--- src/rtl/memwin_decode.sv ---
module memwin_decode #(
  parameter int PG = 12,
  parameter int OW = 6
) (
  input  logic          clk,
  input  logic          rst_n,
  input  logic [OW-1:0] cfg_addr,
  input  logic          cfg_we,
  input  logic [3:0]    cfg_be,
  input  logic [31:0]   cfg_wdata,
  output logic [31:0]   cfg_rdata,
  input  logic [31:0]   txn_addr,
  input  logic          txn_from_card,
  output logic          hit,
  output logic          hit_win,
  output logic          hit_pref,
  output logic          fwd
);
  localparam int AW = 32;
  localparam int HW = AW - PG;
  localparam logic [OW-1:0] OFF_B0 = OW'(7);
  localparam logic [OW-1:0] OFF_L0 = OW'(8);
  localparam logic [OW-1:0] OFF_B1 = OW'(9);
  localparam logic [OW-1:0] OFF_L1 = OW'(10);
  localparam logic [OW-1:0] OFF_BC = OW'(15);

  logic [1:0][HW-1:0] base_q, lim_q;
  logic [1:0]         pref_q, win_en, win_hit;
  logic [AW-1:0]      lane_m;
  logic [HW-1:0]      pg;
  logic               unused_bits;

  assign lane_m = {{8{cfg_be[3]}}, {8{cfg_be[2]}}, {8{cfg_be[1]}}, {8{cfg_be[0]}}};
  assign pg = txn_addr[AW-1:PG];
  assign unused_bits = &{1'b0, txn_addr[PG-1:0]};

  function automatic logic [HW-1:0] merge(input logic [HW-1:0] old);
    logic [AW-1:0] full;
    full = ({old, {PG{1'b0}}} & ~lane_m) | (cfg_wdata & lane_m);
    return full[AW-1:PG];
  endfunction

  always_ff @(posedge clk) begin
    if (!rst_n) begin
      base_q <= '0;
      lim_q  <= '0;
      pref_q <= '0;
    end else if (cfg_we) begin
      case (cfg_addr)
        OFF_B0: base_q[0] <= merge(base_q[0]);
        OFF_L0: lim_q[0]  <= merge(lim_q[0]);
        OFF_B1: base_q[1] <= merge(base_q[1]);
        OFF_L1: lim_q[1]  <= merge(lim_q[1]);
        OFF_BC: if (cfg_be[3]) pref_q <= cfg_wdata[25:24];
        default: ;
      endcase
    end
  end

  always_comb begin
    case (cfg_addr)
      OFF_B0:  cfg_rdata = {base_q[0], {PG{1'b0}}};
      OFF_L0:  cfg_rdata = {lim_q[0],  {PG{1'b0}}};
      OFF_B1:  cfg_rdata = {base_q[1], {PG{1'b0}}};
      OFF_L1:  cfg_rdata = {lim_q[1],  {PG{1'b0}}};
      OFF_BC:  cfg_rdata = {6'd0, pref_q, 24'd0};
      default: cfg_rdata = '0;
    endcase
  end

  for (genvar w = 0; w < 2; w++) begin : g_win
    assign win_en[w]  = |{base_q[w], lim_q[w]};
    assign win_hit[w] = win_en[w] && (pg >= base_q[w]) && (pg <= lim_q[w]);
  end

  assign hit      = |win_hit;
  assign hit_win  = !win_hit[0] && win_hit[1];
  assign hit_pref = win_hit[0] ? pref_q[0] : (win_hit[1] && pref_q[1]);
  assign fwd      = txn_from_card ? !hit : hit;
endmodule

--- config.mk ---
export PLATFORM = sky130hd
export DESIGN_NAME = memwin_decode
export DESIGN_NICKNAME = d
export VERILOG_FILES = /design/src/rtl/memwin_decode.sv
export SDC_FILE = /design/constraint.sdc
export NUM_CORES = 1
export LEC_CHECK = 0
export BUFFER_PORTS_ARGS = -buffer_cell sky130_fd_sc_hd__buf_2
export CAP_MARGIN = 0
export CORE_UTILIZATION = 55
export CTS_BUF_LIST = sky130_fd_sc_hd__clkbuf_2
export DETAILED_ROUTE_END_ITERATION = 10
export GPL_ROUTABILITY_DRIVEN = 0
export GPL_TIMING_DRIVEN = 0
export PLACE_DENSITY = 0.79
export SYNTH_ARGS = -nofsm -noshare
export SYNTH_HDL_FRONTEND = slang
export SYNTH_SLANG_ARGS = --single-unit
--- constraint.sdc ---
create_clock -name clk -period 3.45 [get_ports clk]
set_input_delay 0.1725 -clock clk [delete_from_list [all_inputs] [get_ports clk]]
set_output_delay 0.1725 -clock clk [all_outputs]
set_load 0.01 [all_outputs]
# ---- Word-level counts from Yosys, hierarchy flattened
# Cells that the tools add are included.
dict set report totals {
  reg_bits 82
  wordCells 43
  inputBits 78
}
dict set report classes {
  n_lt_le_gt_ge 4
  bitwise_logic 10
  eq_ne 5
  muxes 3
  n_reduce_logical 16
}
# op n
set op_table {}
lappend op_table {{32-bit AND} 5}
lappend op_table {{32-bit case mux with 5 select lines} 1}
lappend op_table {{32-bit bitwise OR} 4}
lappend op_table {{40-bit OR reduction} 2}
lappend op_table {{20-bit greater-or-equal comparator} 2}
lappend op_table {{20-bit less-or-equal comparator} 2}
lappend op_table {{32-bit NOT} 1}
lappend op_table {{6-bit by 4-bit equality test with 1-bit output (second input constant)} 4}
lappend op_table {{2-bit AND reduction} 4}
lappend op_table {{6-bit by 3-bit equality test with 1-bit output (second input constant)} 1}
lappend op_table {{1-bit logical AND} 6}
lappend op_table {{3-bit AND reduction} 1}
lappend op_table {{1-bit zero test} 2}
lappend op_table {{1-bit 2-to-1 mux} 2}
lappend op_table {{2-bit OR reduction} 1}

# ---- Logic depth before layout (Yosys ltp)
dict set report logic_depth {
  depth_word 6
  ltp_mapped 9
  ltp_nobuf 9
}

# ---- Worst setup path before layout
# OpenSTA, ideal clock, no wires.
dict set report synth_path {
  path_kind {register -> output}
  from {register with a tool-made name}
  to {output port fwd}
  path_slack_ns 1.303
  path_stages_with_launch 10
  path_buffers 0
  arrival_ns 1.975
  cell_sequence {dfxtp_1 inv_1 ha_1 nor2b_4 o211ai_2 a21oi_1 o311a_1 nor4_4 a21oi_2 xnor2_1}
}
# element line_no
set synth_lines {}
lappend synth_lines {{to (decl)} 17} ;# output logic fwd

==> results.yml <==
worst_setup_path:
  cp_slowest_cell: "dfxtp_1"
  critical_path.most_common_cell: "nor3_1"
  reg2reg_setup_slack_ps: 2130
  cpPeakStageDelay_ps: 540
  cp_num_buf_inv: 2
  cp_top_family: "simple AND/OR/NAND/NOR gates"
  crit_required_ps: 3280
  crit_path_end: "fwd"
  crit_path_max_fanout: 4
  crit_path_start_kind: "flip-flop"
  crit_type: "flip-flop to output port"
  r2r_cells: 3
  crit_chain: "inv_1 -> ha_1 -> nand4_1 -> nor3_1 -> nor3_1 -> o311a_1 -> nor3_2 -> a21oi_2 -> xnor2_1 -> buf_2"
  cp_num_cells: 10
  crit_path_end_kind: "output port"
  cp.arrival_ps: 3110
logic_synthesis:
  synth-simple-area-share_pct: 21.2
  syn_inst: 698
  synth_compound_area_share_pct: 14.4
  synth_edf_count: 0
  seq_area_frac_synth_pct: 27.6
  synth_top_family_by_area: "simple AND/OR/NAND/NOR gates"
  synthArstFlopShare_pct: 0
  yosysUniqueCellTypes: 50
  synth_xor_area_share_pct: 0.147
  synth_area_per_cell_sq_um: 8.52
  muxShareOfSynthArea_pct: 11.5
  yosys-top-cells-count: "dfxtp_1, ha_1, inv_1, nand2_1, mux2i_1"
  synth_top_cell_by_area: "dfxtp_1"
  synthesis.area_sq_um: 5940
  yosysMostFrequentCell: "dfxtp_1"
  synthAdderAreaFrac_pct: 16.8
  synth_flop_cell: "dfxtp_1"
  ys_top_cells_by_area: "dfxtp_1, ha_1, mux2i_1"
  yosysTopAreaCellShare_pct: 27.6
  yosysWarnings: 0
  ys_ff_latch: 82
place:
  dpl.hpwl_um: 14200
  place_inst: 919
  portBuffers: 74
grt:
  antenna_found_initial: 0
  grt_max_degree: 14
  grt_pass1_wl_um: 28600
  overflow: 0
  track_usage_pct: 33.5
  first_global_vias: 5643
finish:
  multiInputGateArea_sq_um: 3850
  fin_cells: 956
  seqCellArea_sq_um: 1640
  antenna_cells: 0
  drive_above_1_share_pct: 15.5
  syn2layout_area_growth_pct: 14.9
  nets: 974
  fillers: 901
cts:
  clock_sink_count: 82
  cts_tree: "built"
  post_cts_buffers: 0
  root_buffer: "clkbuf_2"
  cts_max_level: 3
  worstSkewPairLatency_ps: 570
  numCtsBuffers: 9
  clkTransAtPathRegs_ps: 230
  clk_path_buf_depth: 2
timing:
  fin_skew_ps: 0
  finalMaxSlewViolations: 0
  rsz0062_at_grt: "false"
  min_period_over_period_pct: 95.2
  slew_headroom_pct: 56.4
  final-setup-viol-count: 0
  timing.fmax_mhz: 305
  finalHoldViolCount: 0
  worst_pin_slew_ps: 647
  fin_tns_setup_ps: 0
  min_period_ps: 3280
drt:
  drc: 0
  initialDrtViolationCount: 564
  wl_per_cell_um: 19.0
  via_per_inst: 6.07
  finalWirelength_um: 18200
  postRouteAntennaNets: 0
  dr.pass1.iters: 6
  via_count: 5800
floorplanning:
  dieHeight_um: 106
  dieWidth_um: 106
  row_count: 37
  coreArea_sq_um: 10400
  start_util_pct: 57.1
  io_pins: 114
  die-area_sq_um: 11200
power_and_ir_drop:
  power_density_nw_per_um2: 248
  vdd_drop_max_v: 0.000233
  p_leak_nw: 3.07
job:
  drv_cap: 0
hold_path:
  hold_path_class: "input pin to flip-flop"
status:
  status: "completed"
worst min path at each step:
stage	from	to	slack, ps	depth (start not counted)
floorplan	cfg_wdata[27]	flip-flop	310	2
global placement	cfg_wdata[20]	flip-flop	460	3
detailed placement	cfg_wdata[20]	flip-flop	460	3
CTS	cfg_be[1]	flip-flop	120	4
global route	cfg_be[1]	flip-flop	150	4
finish	cfg_be[1]	flip-flop	130	4
power by group:
group / leakage (nW) / total, W / internal, W / switching (W)
clock: 0.0498 / 0.000449 / 0.0000900 / 0.000359
combinational: 2.36 / 0.000287 / 0.000131 / 0.000156
sequential: 0.661 / 0.000955 / 0.000952 / 0.00000316
total: 3.07 / 0.00169 / 0.00117 / 0.000518
tightest hold or removal path: stages:
cell	delay [ps]
buf_2	130
nand3_2	190
mux2i_1	100
nor2b_1	100
cells in the final DEF, fill, tap and decap left out, types with 2 or more instances in the layout:
cell | netlist | routed
a21boi_0 | 12 | 12
nand3_1 | 6 | 6
a2bb2oi_1 | 2 | 2
and3_1 | 5 | 5
nand4_1 | 17 | 17
buf_4 | 14 | 14
a21boi_1 | 4 | 4
nor2_1 | 10 | 10
a22oi_1 | 36 | 36
a21o_1 | 10 | 10
nor2b_1 | 67 | 67
o311a_1 | 2 | 2
o21ai_0 | 14 | 14
nor3b_2 | 2 | 2
a221o_1 | 2 | 2
nor3_1 | 8 | 8
inv_1 | 80 | 80
nand2b_1 | 2 | 2
a21oi_1 | 30 | 30
nor4_1 | 20 | 20
buf_2 | 6 | 80
clkinvlp_4 | 0 | 3
buf_1 | 2 | 2
ha_1 | 80 | 80
nor3_2 | 2 | 2
clkbuf_2 | 1 | 11
conb_1 | 1 | 12
nand3_2 | 6 | 6
dlygate4sd3_1 | 0 | 22
dfxtp_1 | 82 | 81
clkbuf_1 | 13 | 13
clkinv_2 | 0 | 2
nand2_1 | 73 | 73
mux2i_1 | 68 | 68
a221oi_1 | 2 | 2
o211ai_1 | 2 | 2
routing by layer:
| metal | up-vias | track usage (%) | share of wire [%] |
|---|---|---|---|
| met5 | - | 0 | 0 |
| met4 | 0 | 18.7 | 4.8 |
| met3 | 85 | 6.62 | 11 |
| met2 | 329 | 52.8 | 44 |
| met1 | 2710 | 42.9 | 40 |
| li1 | 2676 | - | - |
stage by stage:
| step | total power [W] | hold slack [ps] | instance area (sq um) | utilization (%) | setup WS (ps) |
|---|---|---|---|---|---|
| after detailed placement | 0.00123 | 465 | 6530 | 62.7 | 911 |
| final | 0.00169 | 129 | 6830 | 65.6 | 166 |
| after global routing | 0.00175 | 147 | 6830 | 65.6 | 22.1 |
| after CTS | 0.00168 | 117 | 6830 | 65.6 | 265 |
| after global placement | 0.00122 | 456 | 6530 | 62.7 | 987 |
| after floorplan | 0.00113 | 307 | 5990 | - | 1300 |
cells by family after synthesis:
logic type / after synthesis
flip-flops: 82
XOR/XNOR: 1
AO/OA/AOI/OAI: 125
other: 1
buffers and inverters: 116
multiplexers: 68
adder cells (fa/ha/maj): 80
AND/OR/NAND/NOR: 225
repair_timing:
action	4_1_cts	5_1_grt
resized for setup	0	1
endpoints found under the setup margin	0	1
hold buffers	22	0
endpoints found under the hold margin	82	0
layout make-up:
| class | count | share of cell area (%) |
|---|---|---|
| well taps | 136 | 2.49 |
| flip-flops and latches | 82 | 24.1 |
| repair buffers | 96 | 8.65 |
| clock buffers | 10 | 0.733 |
| multi-input cells | 511 | 56.3 |
| clock inverters | 5 | 0.476 |
| inverters | 80 | 4.40 |
| plain buffers | 36 | 2.88 |
Power figures use the tool's default switching activity.
